[src/rtl/cvs_pkg.sv]
`timescale 1ns/1ps
package cvs_pkg;
    typedef enum logic [1:0] {
        ST_SLEEP    = 2'd0,
        ST_PWRUP    = 2'd1,
        ST_WAIT_EXT = 2'd2,
        ST_CONVERT  = 2'd3
    } cvs_state_t;
endpackage

[src/rtl/cvs_sync.sv]
`timescale 1ns/1ps
module cvs_sync #(
    parameter int STAGES = 2
) (
    input  logic clk,
    input  logic rst_n,
    input  logic async_in,
    output logic level,
    output logic rise
);
    // pipe[STAGES-1] is the synchronized level, pipe[STAGES] its previous value
    logic [STAGES:0] pipe;

    always_ff @(posedge clk or negedge rst_n) begin
        if (!rst_n) pipe <= '0;
        else        pipe <= {pipe[STAGES-1:0], async_in};
    end

    assign level = pipe[STAGES-1];
    assign rise  = pipe[STAGES-1] & ~pipe[STAGES];
endmodule

[src/rtl/cvs_timer.sv]
`timescale 1ns/1ps
module cvs_timer #(
    parameter int LIMIT = 8
) (
    input  logic clk,
    input  logic rst_n,
    input  logic clear,
    output logic done
);
    localparam int W = $clog2(LIMIT + 1);
    localparam logic [W-1:0] LAST = W'(LIMIT - 1);

    logic [W-1:0] cnt;

    // counts cycles since clear dropped, saturating at LIMIT-1
    always_ff @(posedge clk or negedge rst_n) begin
        if (!rst_n)            cnt <= '0;
        else if (clear)        cnt <= '0;
        else if (cnt != LAST)  cnt <= cnt + 1'b1;
    end

    assign done = (cnt == LAST);
endmodule

[src/rtl/cvs_sequencer.sv]
`timescale 1ns/1ps
module cvs_sequencer
    import cvs_pkg::*;
#(
    parameter int CLK_MHZ     = 200,
    parameter int PWRUP_NS    = 1500,
    parameter int CONV_NS     = 2300,
    parameter int TRACK_NS    = 100,
    parameter int SYNC_STAGES = 2
) (
    input  logic clk,
    input  logic rst_n,
    input  logic start_ext,
    input  logic conv_done,
    output logic pwr_en,
    output logic hold,
    output logic busy
);
    localparam int PWRUP_CYC = CLK_MHZ * PWRUP_NS / 1000;
    localparam int CONV_CYC  = CLK_MHZ * CONV_NS  / 1000;
    localparam int TRACK_CYC = CLK_MHZ * TRACK_NS / 1000;

    cvs_state_t state_q, state_d;
    logic ext_lvl, ext_rise;
    logic pwr_done, conv_tmo, guard_done;

    cvs_sync #(.STAGES(SYNC_STAGES)) u_sync (
        .clk      (clk),
        .rst_n    (rst_n),
        .async_in (start_ext),
        .level    (ext_lvl),
        .rise     (ext_rise)
    );

    // self-timed power-up interval, runs only in PWRUP
    cvs_timer #(.LIMIT(PWRUP_CYC)) u_pwrup (
        .clk   (clk),
        .rst_n (rst_n),
        .clear (state_q != ST_PWRUP),
        .done  (pwr_done)
    );

    // upper bound on conversion length
    cvs_timer #(.LIMIT(CONV_CYC)) u_conv (
        .clk   (clk),
        .rst_n (rst_n),
        .clear (state_q != ST_CONVERT),
        .done  (conv_tmo)
    );

    // minimum tracking interval after end of conversion
    cvs_timer #(.LIMIT(TRACK_CYC)) u_track (
        .clk   (clk),
        .rst_n (rst_n),
        .clear (state_q == ST_CONVERT),
        .done  (guard_done)
    );

    // state register
    always_ff @(posedge clk or negedge rst_n) begin
        if (!rst_n) state_q <= ST_SLEEP;
        else        state_q <= state_d;
    end

    // next state: hold comes at the later of pulse end and input fall
    always_comb begin
        state_d = state_q;
        unique case (state_q)
            ST_SLEEP: begin
                if (ext_rise) state_d = ST_PWRUP;
            end
            ST_PWRUP: begin
                if (pwr_done)
                    state_d = (!ext_lvl && guard_done) ? ST_CONVERT : ST_WAIT_EXT;
            end
            ST_WAIT_EXT: begin
                if (!ext_lvl && guard_done) state_d = ST_CONVERT;
                else if (ext_rise)          state_d = ST_PWRUP;
            end
            ST_CONVERT: begin
                // rising edges here are ignored; input level picks the mode
                if (conv_done || conv_tmo)
                    state_d = ext_lvl ? ST_WAIT_EXT : ST_SLEEP;
            end
            default: state_d = ST_SLEEP;
        endcase
    end

    // registered outputs decoded from the next state
    always_ff @(posedge clk or negedge rst_n) begin
        if (!rst_n) begin
            pwr_en <= 1'b0;
            hold   <= 1'b0;
            busy   <= 1'b0;
        end else begin
            pwr_en <= (state_d != ST_SLEEP);
            hold   <= (state_d == ST_CONVERT);
            busy   <= (state_d == ST_CONVERT);
        end
    end
endmodule

[config.mk]
export PLATFORM = sky130hd
export DESIGN_NAME = cvs_sequencer
export DESIGN_NICKNAME = d
export VERILOG_FILES = /design/src/rtl/cvs_pkg.sv /design/src/rtl/cvs_sync.sv /design/src/rtl/cvs_timer.sv /design/src/rtl/cvs_sequencer.sv
export SDC_FILE = /design/constraint.sdc
export NUM_CORES = 1
export LEC_CHECK = 0
export BUFFER_PORTS_ARGS = -buffer_cell sky130_fd_sc_hd__buf_4
export CAP_MARGIN = 0
export CORE_ASPECT_RATIO = 0.8
export CORE_MARGIN = 5
export CORE_UTILIZATION = 50
export DETAILED_ROUTE_END_ITERATION = 7
export PLACE_DENSITY = 0.64
export REMOVE_ABC_BUFFERS = 1
export SLEW_MARGIN = 20
export SYNTH_ARGS = -nofsm -noshare
export SYNTH_HDL_FRONTEND = slang
export SYNTH_SLANG_ARGS = --single-unit
[constraint.sdc]
create_clock -name clk -period 1.7 [get_ports clk]
set_input_delay 0.17 -clock clk [delete_from_list [all_inputs] [get_ports clk]]
set_output_delay 0.17 -clock clk [all_outputs]
set_load 0.02 [all_outputs]
==> results.md <==
- Outcome: complete, no violations
- Synth Register Bits: 30
- PwrDens: 1345 nW/um2
- Slowest CP cell: dfrtp_1
- Die Y: 57.35 um
- Int Power: 1.576 mW
- DR vias/cell: 4.929
- WP data arrival: 1.81 ns
- Asr flop ratio synth: 100.0%
- Final hold vios: 0
- Syn Area/Cell: 10.86 um2
- Post-synthesis sequential area ratio: a little over half
- WL/cell: around 12 um
- Site Rows: 17
- Sequential share of power: between 40% and 50%
- Reg2reg start: u_conv.cnt[0]
- Max Slew Vio Count: 0
- Clock Skew: approximately 0.0095 ns
- Tot GR Track Use: 12.95%
- Gpl congestion: 0.7861
- Hold Slack: 0.1410 ns
- Number of global-route vias before repair: 882
- Pre-antenna DRT Iters: 4
- Fin nets: 150
- H-tree depth reported by CTS: 2
- Mux contribution to synthesized area: 2.143%
- # setup viols final: 0
- Place WS: 0.06301 ns
- Layout cells sized above 1: 15.97%
- Die X-Extent: 69.19 um
- Gr ovfl total: 0
- Finished Cell Area: 1625 um2
- Tmin final: 1.576 ns
- RSZ-0062 raised after global routing: false
- Post-Synth XOR/XNOR Area: 11.25%
- Synth warn: 0
- Detailed Place HPWL: 1.605 mm
- Tightest Hold Check Type: in -> reg
- WP buf/inv: 0
- Post-Syn Area: 1401 um2
- Final core utilization: 59.70%
- Clock-pin slew on the worst setup and hold paths: 0.09 ns
- Placed inst area: 1479 um2
- Clock network fraction of design power: between 30% and 40%
- Main combinational cell family by area after synthesis: simple AND/OR/NAND/NOR gates
- CP Cell Sequence: ha_2 -> nand3_1 -> and4bb_2 -> or3b_1 -> a21oi_1
- Max VDD drop: 976.2 uV
- Switch Pwr: just over 0.6 mW
- Via count: 897
- Count of different cell masters after synthesis: 35
- CTS Sinks: 30
- Synth Area in Compound Gates: 3.571%
- Max cap viols: 0
- Post-synth top flop: dfrtp_1
- Pin count of the biggest net entering global routing: 31
- DRC: 0
- Worst r2r path cells: 5
- Switching share of power: 27.89%
- Combinational power share: 21.3%
- Slack of the worst reg-to-reg path: approximately 0.12 ns
- Global-route wire length before repair: 4.036 mm
- EDFF count, synth: 0
- Final Non-Filler Cells: 182
- Most frequent cells in the layout: dfrtp_1, nor2_1, xor2_1
- Post-Synth Simple-Gate Area: 24.64%
- Final setup margin: 0.1237 ns
- Period utilization: 92.73%
- WL final: around 2.3 mm
- Req. time, crit path: 1.94 ns
- Fin Setup TNS: 0 ns
- Slowest Stage Delay on Critical Path: 0.43 ns
- RR Endpoint: u_conv.cnt[2]
- CP Capture Type: flop
- Clk Latency, worst-skew pair: 0.31 ns
- Crit. Startpoint: u_conv.cnt[0]
- Area share of fa/ha/maj cells after synthesis: 2.679%
- Initial DRC Count: 68
- Crit path to: u_conv.cnt[2]
- Crit path kind: reg -> reg
- Initial antenna violation count: 0
- CTS tree: yes
- I/O Buffers: 6
- Worst-Margin Slew: roughly 0.37 ns
- N_diodes: 0
- Clk root buf: clkbuf_4
- Cts bufs inserted: 5
- Lkg Pwr: 0.7546 nW
- Die footprint: between 3000 and 4000 um2
- Initial Util: 51.47%
- # IOs: 7
- Crit start category: flop
- Gate Count Post-Synth: 129
- Max_slew headroom: 75.31%
- Placed cells: approximately 170
- Delay-heaviest family, CP: simple AND/OR/NAND/NOR gates
- Core area: 2723 um2
- CP Depth: 5
- Most common cell after layout, fill and taps aside: dfrtp_1
- CP Max Fanout: 5
- Clock Tree Buf Depth: 2
- Total power: 2.186 mW
- Maximum clock rate: roughly 630 MHz
- Detail Route Antenna Nets: 0
- Synth-to-Final Area Change: 15.98%
## sequential cells by signal, summed over array words and instances (netlist names)
register / flops
u_conv.cnt: 9
u_pwrup.cnt: 9
u_track.cnt: 5
u_sync.pipe: 3
state_q: 2
busy: 1
pwr_en: 1
## cell usage after synthesis, drive strengths merged, types with 2 or more instances
cell | number | area share (%)
and3 | 4 | 1.9
nand2b | 3 | 1.3
nor3b | 2 | 1.1
and4bb | 2 | 1.8
and2b | 2 | 1.2
nor2 | 23 | 6.2
xnor2 | 4 | 2.5
ha | 3 | 2.7
nand4 | 2 | 1.3
mux2i | 3 | 2.1
dfrtp | 30 | 54
a21oi | 4 | 1.4
inv | 2 | 0.54
nand2 | 5 | 1.3
buf | 2 | 1.3
xor2 | 14 | 8.8
nand3 | 11 | 3.9
## worst reg2reg max path, cell delays in order, from the launching register on
cell      delay [ns]
dfrtp_1         0.43
ha_2            0.23
nand3_1         0.10
and4bb_2        0.27
or3b_1          0.35
a21oi_1         0.13
## kinds of logic after synthesis
kind of cell | Yosys count
flops | 30
xor+xnor | 18
fa+ha+maj | 3
simple gates | 62
mux | 3
buf+inv | 5
compound gates | 8
## cell type report
class / instances / area, um2
inverter: 2 / 7.507
multi-input combinational: 94 / 628.1
clock buffer: 6 / 51.30
tap: 38 / 47.55
sequential: 30 / 750.7
timing repair buffer: 10 / 80.08
fill: 246 / 1097
clock inverter: 2 / 60.06
## routing by layer
layer / part of all wire [%] / GRT usage (%) / up-vias
met5: 0 / 0 / -
met4: 0.58 / 3.343 / 0
li1: - / - / 462
met1: 55 / 18.42 / 422
met3: 4.0 / 5.282 / 2
met2: 40 / 18.34 / 11
## timing repair
action | in CTS | in global routing
gates resized for setup | 0 | 2
setup buffers | 0 | 1
hold endpoints to repair | 31 | 0
setup endpoints to repair | 0 | 5
hold buffers | 2 | 0
## worst min-delay path by stage
stage | from | end | slack [ns] | cells after the start
after floorplan | rst_n | busy | -0.13 | 0
after global placement | rst_n | u_conv.cnt[5] | 0.12 | 1
after detailed placement | rst_n | u_conv.cnt[5] | 0.12 | 1
after CTS | conv_done | state_q[1] | 0.18 | 3
after global routing | conv_done | state_q[1] | 0.14 | 3
final | conv_done | state_q[1] | 0.14 | 3
## power groups by stage
stage | logic [mW] | registers [mW] | clock network, mW
2_1_floorplan | 0.317 | 0.994 | 0
3_3_place_gp | 0.437 | 0.994 | 0
3_5_place_dp | 0.462 | 0.998 | 0
4_1_cts | 0.461 | 0.989 | 0.754
5_1_grt | 0.534 | 1.01 | 0.788
6_report | 0.466 | 0.987 | 0.734
No activity file was read; power rests on OpenSTA's default activity.
